--- config.mk ---
export PLATFORM = sky130hd
export DESIGN_NAME = hostwin_port
export DESIGN_NICKNAME = d
export VERILOG_FILES = /design/src/rtl/hostwin_pkg.sv /design/src/rtl/hostwin_addr.sv /design/src/rtl/hostwin_ctrl.sv /design/src/rtl/hostwin_seq.sv /design/src/rtl/hostwin_port.sv
export SDC_FILE = /design/constraint.sdc
export NUM_CORES = 1
export LEC_CHECK = 0
export ABC_AREA = 1
export BUFFER_PORTS_ARGS = -buffer_cell sky130_fd_sc_hd__buf_2
export CORE_UTILIZATION = 55
export DETAILED_ROUTE_END_ITERATION = 10
export GPL_ROUTABILITY_DRIVEN = 0
export HOLD_SLACK_MARGIN = 0.1
export PLACE_DENSITY = 0.87
export SLEW_MARGIN = 25
export SYNTH_ARGS = -nofsm -noshare
export SYNTH_HDL_FRONTEND = slang
export SYNTH_SLANG_ARGS = --single-unit
--- constraint.sdc ---
create_clock -name clk -period 3.3 [get_ports clk]
set_input_delay 0.33 -clock clk [delete_from_list [all_inputs] [get_ports clk]]
set_output_delay 0.33 -clock clk [all_outputs]
set_load 0.1 [all_outputs]
--- src/rtl/hostwin_pkg.sv ---
package hostwin_pkg;

  // Register select codes seen on cmd_sel
  typedef enum logic [1:0] {
    SEL_ADDR_LO = 2'd0,
    SEL_ADDR_HI = 2'd1,
    SEL_DATA    = 2'd2,
    SEL_CTRL    = 2'd3
  } hw_sel_e;

  // Control register bit positions
  localparam int unsigned CTL_HALT_BIT   = 15;
  localparam int unsigned CTL_RDPRE_BIT  = 12;
  localparam int unsigned CTL_WRPOST_BIT = 11;
  localparam int unsigned CTL_NMI_BIT    = 8;

  typedef enum logic [1:0] {
    ST_IDLE = 2'd0,
    ST_MEM  = 2'd1,
    ST_RSP  = 2'd2
  } hw_state_e;

endpackage

--- src/rtl/hostwin_addr.sv ---
// Bit-granular address register pair with word stepping and carry.
module hostwin_addr #(
  parameter int unsigned W         = 16,
  parameter int unsigned STEP_BITS = 16
) (
  input  logic         clk,
  input  logic         rst_n,
  input  logic         ld_lo,
  input  logic         ld_hi,
  input  logic [W-1:0] ld_data,
  input  logic         bump,
  output logic [W-1:0] lo_q,
  output logic [W-1:0] hi_q
);
  localparam int unsigned FULL_W  = 2 * W;
  localparam logic [W-1:0] LO_MASK = ~W'(STEP_BITS - 1);

  logic [FULL_W-1:0] stepped;
  assign stepped = {hi_q, lo_q} + FULL_W'(STEP_BITS);

  always_ff @(posedge clk) begin
    if (!rst_n) begin
      lo_q <= '0;
      hi_q <= '0;
    end else if (bump) begin
      {hi_q, lo_q} <= stepped;
    end else begin
      if (ld_lo) lo_q <= ld_data & LO_MASK;
      if (ld_hi) hi_q <= ld_data;
    end
  end
endmodule

--- src/rtl/hostwin_ctrl.sv ---
// Control register: halt level and interrupt request pulse.
module hostwin_ctrl #(
  parameter int unsigned W = 16
) (
  input  logic         clk,
  input  logic         rst_n,
  input  logic         ld,
  input  logic [W-1:0] ld_data,
  output logic [W-1:0] ctrl_q,
  output logic         halt,
  output logic         nmi
);
  import hostwin_pkg::*;

  always_ff @(posedge clk) begin
    if (!rst_n) begin
      ctrl_q <= '0;
      nmi    <= 1'b0;
    end else begin
      if (ld) ctrl_q <= ld_data;
      nmi <= ld && ld_data[CTL_NMI_BIT];
    end
  end

  assign halt = ctrl_q[CTL_HALT_BIT];
endmodule

--- src/rtl/hostwin_seq.sv ---
// Command sequencer: accepts host commands, runs memory accesses,
// presents responses.
module hostwin_seq #(
  parameter int unsigned W = 16
) (
  input  logic         clk,
  input  logic         rst_n,
  input  logic         cmd_valid,
  output logic         cmd_ready,
  input  logic         cmd_write,
  input  logic [1:0]   cmd_sel,
  input  logic [W-1:0] cmd_wdata,
  input  logic [W-1:0] ctrl_q,
  input  logic [W-1:0] lo_q,
  input  logic [W-1:0] hi_q,
  output logic         mem_req,
  output logic         mem_we,
  output logic [W-1:0] mem_wdata,
  input  logic         mem_ack,
  input  logic [W-1:0] mem_rdata,
  output logic         rsp_valid,
  input  logic         rsp_ready,
  output logic [W-1:0] rsp_data,
  output logic         ld_lo,
  output logic         ld_hi,
  output logic         ld_ctl,
  output logic         bump
);
  import hostwin_pkg::*;

  hw_state_e    state;
  logic         fire;
  logic         is_data;
  logic [W-1:0] reg_view;

  assign cmd_ready = (state == ST_IDLE);
  assign fire      = cmd_valid && cmd_ready;
  assign is_data   = (cmd_sel == SEL_DATA);

  assign ld_lo  = fire && cmd_write && (cmd_sel == SEL_ADDR_LO);
  assign ld_hi  = fire && cmd_write && (cmd_sel == SEL_ADDR_HI);
  assign ld_ctl = fire && cmd_write && (cmd_sel == SEL_CTRL);

  // Pre-step on an accepted data read, post-step on an acknowledged write.
  assign bump = (fire && !cmd_write && is_data && ctrl_q[CTL_RDPRE_BIT]) ||
                ((state == ST_MEM) && mem_ack && mem_we && ctrl_q[CTL_WRPOST_BIT]);

  always_comb begin
    unique case (cmd_sel)
      SEL_ADDR_LO: reg_view = lo_q;
      SEL_ADDR_HI: reg_view = hi_q;
      SEL_CTRL:    reg_view = ctrl_q;
      default:     reg_view = '0;
    endcase
  end

  always_ff @(posedge clk) begin
    if (!rst_n) begin
      state     <= ST_IDLE;
      mem_we    <= 1'b0;
      mem_wdata <= '0;
      rsp_data  <= '0;
    end else begin
      unique case (state)
        ST_IDLE: begin
          if (fire) begin
            if (is_data) begin
              state     <= ST_MEM;
              mem_we    <= cmd_write;
              mem_wdata <= cmd_wdata;
            end else if (!cmd_write) begin
              rsp_data <= reg_view;
              state    <= ST_RSP;
            end
          end
        end
        ST_MEM: begin
          if (mem_ack) begin
            if (mem_we) begin
              state <= ST_IDLE;
            end else begin
              rsp_data <= mem_rdata;
              state    <= ST_RSP;
            end
          end
        end
        ST_RSP: begin
          if (rsp_ready) state <= ST_IDLE;
        end
        default: state <= ST_IDLE;
      endcase
    end
  end

  assign mem_req   = (state == ST_MEM);
  assign rsp_valid = (state == ST_RSP);
endmodule

--- src/rtl/hostwin_port.sv ---
// Host memory window port: top level.
module hostwin_port #(
  parameter int unsigned W          = 16,
  parameter int unsigned STEP_BITS  = 16,
  parameter int unsigned BYTE_SHIFT = 3,
  localparam int unsigned FULL_W    = 2 * W,
  localparam int unsigned MEM_AW    = FULL_W - BYTE_SHIFT
) (
  input  logic              clk,
  input  logic              rst_n,
  input  logic              cmd_valid,
  output logic              cmd_ready,
  input  logic              cmd_write,
  input  logic [1:0]        cmd_sel,
  input  logic [W-1:0]      cmd_wdata,
  output logic              rsp_valid,
  input  logic              rsp_ready,
  output logic [W-1:0]      rsp_data,
  output logic              mem_req,
  output logic              mem_we,
  output logic [MEM_AW-1:0] mem_addr,
  output logic [W-1:0]      mem_wdata,
  input  logic              mem_ack,
  input  logic [W-1:0]      mem_rdata,
  output logic              halt,
  output logic              nmi
);
  logic [W-1:0] lo_q, hi_q, ctrl_q;
  logic         ld_lo, ld_hi, ld_ctl, bump;

  hostwin_addr #(.W(W), .STEP_BITS(STEP_BITS)) addr_i (
    .clk(clk), .rst_n(rst_n), .ld_lo(ld_lo), .ld_hi(ld_hi),
    .ld_data(cmd_wdata), .bump(bump), .lo_q(lo_q), .hi_q(hi_q)
  );

  hostwin_ctrl #(.W(W)) ctrl_i (
    .clk(clk), .rst_n(rst_n), .ld(ld_ctl), .ld_data(cmd_wdata),
    .ctrl_q(ctrl_q), .halt(halt), .nmi(nmi)
  );

  hostwin_seq #(.W(W)) seq_i (
    .clk(clk), .rst_n(rst_n),
    .cmd_valid(cmd_valid), .cmd_ready(cmd_ready), .cmd_write(cmd_write),
    .cmd_sel(cmd_sel), .cmd_wdata(cmd_wdata),
    .ctrl_q(ctrl_q), .lo_q(lo_q), .hi_q(hi_q),
    .mem_req(mem_req), .mem_we(mem_we), .mem_wdata(mem_wdata),
    .mem_ack(mem_ack), .mem_rdata(mem_rdata),
    .rsp_valid(rsp_valid), .rsp_ready(rsp_ready), .rsp_data(rsp_data),
    .ld_lo(ld_lo), .ld_hi(ld_hi), .ld_ctl(ld_ctl), .bump(bump)
  );

  assign mem_addr = MEM_AW'({hi_q, lo_q} >> BYTE_SHIFT);
endmodule

==> results of run 1 <==
[final cells by class]
| type | count | area, µm² |
|---|---|---|
| Clock buffer | 9 | 124 |
| Clock inverter | 7 | 85.1 |
| Fill cell | 727 | 2610 |
| Inverter | 82 | 313 |
| Multi-Input combinational cell | 538 | 2450 |
| Sequential cell | 80 | 1600 |
| Tap cell | 102 | 128 |
| Timing Repair Buffer | 106 | 533 |
[worst reg2reg max path: stages (launching register included)]
cell,delay (ns)
dfxtp_1,0.39
inv_2,0.08
nand2_4,0.11
clkinv_4,0.17
nand3_2,0.26
nand2_4,0.30
nor2_4,0.39
inv_1,0.07
o21ai_0,0.21
a21oi_1,0.07
[routing by layer]
layer,global-route usage,vias up,wire [µm]
met3,0.0616,60,1460
met4,0.181,0,700
met1,0.404,2280,5470
met5,0,-,0
met2,0.532,342,6060
li1,-,2486,-
[cells in the mapped netlist]
library cell | number | area share
ha_1 | 1 | 0.0028
nand3_2 | 1 | 0.0022
xnor2_1 | 2 | 0.0039
inv_2 | 6 | 0.0050
conb_1 | 1 | 0.00083
a21oi_1 | 51 | 0.056
nand3_4 | 1 | 0.0039
a31oi_1 | 4 | 0.0055
o211ai_1 | 4 | 0.0066
nand2_4 | 3 | 0.0075
nand3_1 | 54 | 0.060
or2_1 | 1 | 0.0014
buf_6 | 6 | 0.015
clkbuf_1 | 11 | 0.0091
xor2_1 | 2 | 0.0039
o21ai_0 | 57 | 0.063
nand2_2 | 5 | 0.0069
dfxtp_1 | 80 | 0.35
a211oi_1 | 1 | 0.0017
o21ai_1 | 3 | 0.0033
clkinv_4 | 1 | 0.0019
nand2_1 | 200 | 0.17
buf_2 | 8 | 0.0088
o21bai_1 | 4 | 0.0066
o22ai_1 | 4 | 0.0055
inv_1 | 75 | 0.062
nor2_4 | 5 | 0.012
o2111ai_2 | 1 | 0.0033
nor2_2 | 7 | 0.0097
buf_4 | 4 | 0.0066
nor3_1 | 2 | 0.0022
nand4_1 | 2 | 0.0028
nor2_1 | 122 | 0.10
[registers in the layout (all words and copies together), names as in the netlist]
name and flops:
addr_i.hi_q 16, ctrl_i.nmi 1, seq_i.state 2, seq_i.mem_wdata 16, seq_i.rsp_data 16, ctrl_i.ctrl_q 16
seq_i.mem_we 1, addr_i.lo_q 12
[path summary, 6_finish.rpt]
check | to | slack [ns] | depth (start not counted)
setup / recovery | addr_i.lo_q[6] | 1.13 | 9
setup reg to reg | addr_i.lo_q[6] | 1.13 | 9
hold / removal | seq_i.state[1] | 0.22 | 4
hold reg to reg | ctrl_i.ctrl_q[5] | 0.47 | 2
[cells by family after synthesis]
logic type      Yosys count  share of synthesized area
compound gates          129                      0.152
xor+xnor                  4                    0.00773
fa+ha+maj                 1                    0.00276
buf+inv                 111                      0.108
flops                    80                      0.353
other cells               1                   0.000827
simple gates            403                      0.375
[power by group through the flow]
stage	registers (mW)	logic (mW)	clock network (mW)
4_1_cts	1.06	0.669	0.786
5_1_grt	1.06	0.713	0.822
2_1_floorplan	1.40	0.231	0
3_3_place_gp	1.08	0.656	0
3_5_place_dp	1.08	0.666	0
6_report	1.06	0.672	0.783
[metrics by stage]
step                      setup WS [ns]  hold WS [ns]  instance area [µm²]  cells   util
after floorplan                    1.00         0.425                 4530    729      -
after global placement             1.33         0.440                 5010    908  0.639
after detailed placement           1.22         0.452                 5030    908  0.640
after CTS                          1.21         0.215                 5240    924  0.667
after global routing              0.993         0.248                 5240    924  0.667
final                              1.13         0.215                 5240    924  0.667
[cell usage in the layout, fill, tap and decap left out, types with 4 or more instances in the layout]
cell type,count
o211ai_1,4
inv_2,6
o22ai_1,4
nand3_1,54
dfxtp_1,80
a21oi_1,51
nor2_2,7
nor2_4,5
inv_1,75
nand2_2,5
o21ai_0,57
clkbuf_8,9
nand2_1,200
o21bai_1,4
buf_2,105
a31oi_1,4
nor2_1,122
==> impl_metrics.ini, run 1 <==
[worst_setup_path]
cp_cell_sequence = inv_2 > nand2_4 > clkinv_4 > nand3_2 > nand2_4 > nor2_4 > inv_1 > o21ai_0 > a21oi_1
cpMostUsedCell = nand2_4
critical-path-top-delay-family = simple AND/OR/NAND/NOR gates
cp-end-kind = flop
regToRegStartpoint = seq_i.state[1]
critPathBufInv = 3
cp_slowest_cell = dfxtp_1
cp_max_fo = 33
setup.worst_path.class = reg -> reg
crit_required_ns = 3.55
startpoint = seq_i.state[1]
critical_path_arrival_ns = 2.42
critPathMaxStageDelay_ns = 0.39
startpoint_type = flop

[sta]
fin_skew_ns = 0.0119
max_freq_mhz = 462
setup_viol = 0
rsz0062_at_grt = false
finalHoldViolCount = 0
layout_min_cycle_time_ns = 2.17
relSlewSlack = 0.430
tns_ns = 0
worstMarginPinSlew_ns = 0.854
slew_viol_final = 0
min_period_over_period = 0.656

[global_routing]
grt_pass1_vias = 4618
antenna_found_initial = 0
grt_pass1_wl_um = 22100
grt_max_degree = 57
grt_usage = 0.327
gr-total-overflow = 0

[outcome]
outcome = completed

[min_path]
min-delay-start = rsp_ready
hp-class = in -> reg

[cts]
insertion_delay_ns = 0.37
clockBufferDepth = 2
hold_buffers = 0
h-tree-depth = 3
cts-resized-gates = 0
clkSinkCount = 80
path_clk_slew_ns = 0.09
clock-root-buffer = clkbuf_8
post_cts_buffers = 0
cts_buffers = 9
cts_tree = yes

[power]
p_sw_frac = 0.400
p_per_area_mw_per_mm2 = 480
p_switching_mw = 1.01
p_total_mw = 2.51
leakagePower_nw = 2.46
p_int_mw = 1.51
pwr-share-seq = 0.421
power.share.combinational = 0.268
power.share.clock = 0.312
ir_worst_vdd_mv = 0.265

[drt]
wl_per_cell_um = 14.8
drt_iter0_markers = 502
totalWireLength_um = 13700
vias = 5168
ant_nets = 0
dr.pass1.iters = 6
via_per_inst = 5.59
drc = 0

[logic_synthesis]
yosys.cell_types.count = 33
syn-num-nets = 770
avgSynthCellArea_um2 = 6.22
seq_area_frac_synth = 0.353
synthCells = 729
synth_seq_cells = 80
synth_warnings = 0
mappedNetlistArea_mm2 = 0.00453

[floorplanning]
die_w_um = 92.8
dieHeight_um = 92.8
row_count = 32
pin_count = 107
initial_utilization = 0.578
coreArea_mm2 = 0.00785
dieArea_mm2 = 0.00861

[finish]
nNetsFinal = 858
drive_gt1_frac = 0.185
syn_to_final_growth_pct = 15.5
diodes = 0

[placement]
io_buffers = 105
place_hpwl_um = 9960

[job]
maxCapViolations = 0
Power figures use the tool's default switching activity.
==> run 2, diff against run 1 <==
ABC_AREA = 0   (was 1)
CORE_UTILIZATION = 53   (was 55)
PLACE_DENSITY = 0.86   (was 0.87)
clock period = 2.2 ns   (was 3.3 ns; I/O delays follow)
==> run 2 against run 1 <==
  * Worst setup slack got worse by 0.86 ns
  * Combinational power decreased by 17%
  * Synthesized cell count decreased by 29%
  * Critical path type unchanged
  * Largest power group unchanged
==> impl_metrics.ini, run 2 <==
[floorplanning]
row_count = 31
dieArea_mm2 = 0.00799
dieHeight_um = 89.4
die_w_um = 89.4
coreArea_mm2 = 0.00733
initial_utilization = 0.552
pin_count = 107

[min_path]
hp-class = in -> reg

[logic_synthesis]
synth_seq_cells = 80
synthCells = 521
yosys.area.top_type_share = 0.396
synth_edf_count = 0
syn-num-nets = 562
yosys-top-cells-area = dfxtp_1, a21oi_1, nand2_1
async_flop_share = 0
yosysMostFrequentCell = nand2_1
synth_warnings = 0
avgSynthCellArea_um2 = 7.77
seq_area_frac_synth = 0.396
yosys.cell_types.count = 57
synth_flop_cell = dfxtp_1
synth_area_leader_cell = dfxtp_1
yosys-top-cells-count = nand2_1, dfxtp_1, a21oi_1
mappedNetlistArea_mm2 = 0.00405

[placement]
dp_slack_ns = 0.321
place_hpwl_um = 8480
io_buffers = 105

[global_routing]
grt_pass1_vias = 4019
grt_max_degree = 45
busiest_layer = met2
grt_usage = 0.308
gr-total-overflow = 0
met1_usage = 0.387
met3_usage = 0.0646
antenna_found_initial = 0
grt_pass1_wl_um = 18800
grt_util_met2 = 0.502

[sta]
worstMarginPinSlew_ns = 0.737
worst_slack_ns = 0.279
slew_viol_final = 0
min_period_over_period = 0.873
setup_viol = 0
rsz0062_at_grt = false
layout_min_cycle_time_ns = 1.92
fin_skew_ns = 0.0129
finalHoldViolCount = 0
tns_ns = 0
max_freq_mhz = 520
relSlewSlack = 0.508

[cts]
clock-root-buffer = clkbuf_8
post_cts_buffers = 0
cts_tree = yes
cts-resized-gates = 0
cts_buffers = 9
insertion_delay_ns = 0.36
path_clk_slew_ns = 0.09
clkSinkCount = 80
clockBufferDepth = 2
hold_buffers = 0
h-tree-depth = 3

[worst_setup_path]
critical_path_arrival_ns = 2.21
cp_max_fo = 19
crit_required_ns = 2.48
startpoint_type = flop
setup.worst_path.class = reg -> reg
cp-end-kind = flop

[finish]
fillCellCount = 611
drive_gt1_frac = 0.285
diodes = 0
mostFrequentLayoutCells = buf_2, nand2_1, a21oi_1
final_common_cell = buf_2
nNetsFinal = 658
syn_to_final_growth_pct = 21.5

[drt]
wl_per_cell_um = 16.7
totalWireLength_um = 12000
vias = 4378
ant_nets = 0
dr.pass1.iters = 5
drt_iter0_markers = 275
drc = 0
via_per_inst = 6.08

[power]
p_per_area_mw_per_mm2 = 669
ir_worst_vdd_mv = 0.494
leakagePower_nw = 2.02

[outcome]
outcome = completed

[job]
maxCapViolations = 0
-- run 2: area by class of cell --
type / count / area [µm²] / area share
clock buffers: 9 / 124 / 0.0252
well taps: 99 / 124 / 0.0252
inverters: 7 / 26.3 / 0.00534
flip-flops and latches: 80 / 1630 / 0.332
clock inverters: 6 / 92.6 / 0.0188
multi-input cells: 396 / 2240 / 0.456
repair buffers: 123 / 673 / 0.137
-- run 2: stage by stage --
| stage | hold WS [ns] | instances | total power [mW] | utilization | area [µm²] |
|---|---|---|---|---|---|
| floorplan | 0.337 | 521 | 1.97 | - | 4080 |
| global placement | 0.438 | 705 | 2.10 | 0.641 | 4700 |
| detailed placement | 0.445 | 705 | 2.11 | 0.641 | 4700 |
| CTS | 0.117 | 720 | 3.30 | 0.671 | 4920 |
| global route | 0.128 | 720 | 3.39 | 0.671 | 4920 |
| finish | 0.117 | 720 | 3.29 | 0.671 | 4920 |
-- run 2: final timing paths --
path,startpoint,end,slack (ns),cells past startpoint
max,seq_i.state[1],addr_i.lo_q[14],0.28,6
min,cmd_wdata[2],ctrl_i.ctrl_q[2],0.12,3
max reg2reg,seq_i.state[1],addr_i.lo_q[14],0.28,6
min reg2reg,seq_i.mem_wdata[12],seq_i.mem_wdata[12],0.45,2
-- run 2: critical path: stages, from the launching register on --
cell	delay, ns
dfxtp_1	0.46
and3b_1	0.26
a32o_1	0.27
buf_4	0.22
nor2_2	0.31
o21ai_0	0.17
a21oi_1	0.15
-- run 2: logic make-up after synthesis --
logic type	synth area share
buffers and inverters	0.0516
XOR/XNOR	0.00216
AO/OA/AOI/OAI	0.240
AND/OR/NAND/NOR	0.264
other	0.000927
adder cells (fa/ha/maj)	0.00309
flip-flops	0.396
multiplexers	0.0421
-- run 2: per-layer routing --
layer  up-vias  part of all wire
met5         -                 0
met4         0             0.039
met3        46             0.082
met2       252              0.47
met1      2033              0.41
li1       2047                 -
-- run 2: power by group --
part           leakage, nW  internal, mW  switching (mW)
registers            0.659          1.49          0.0381
logic                 1.26         0.121           0.440
clock network        0.102         0.638           0.567
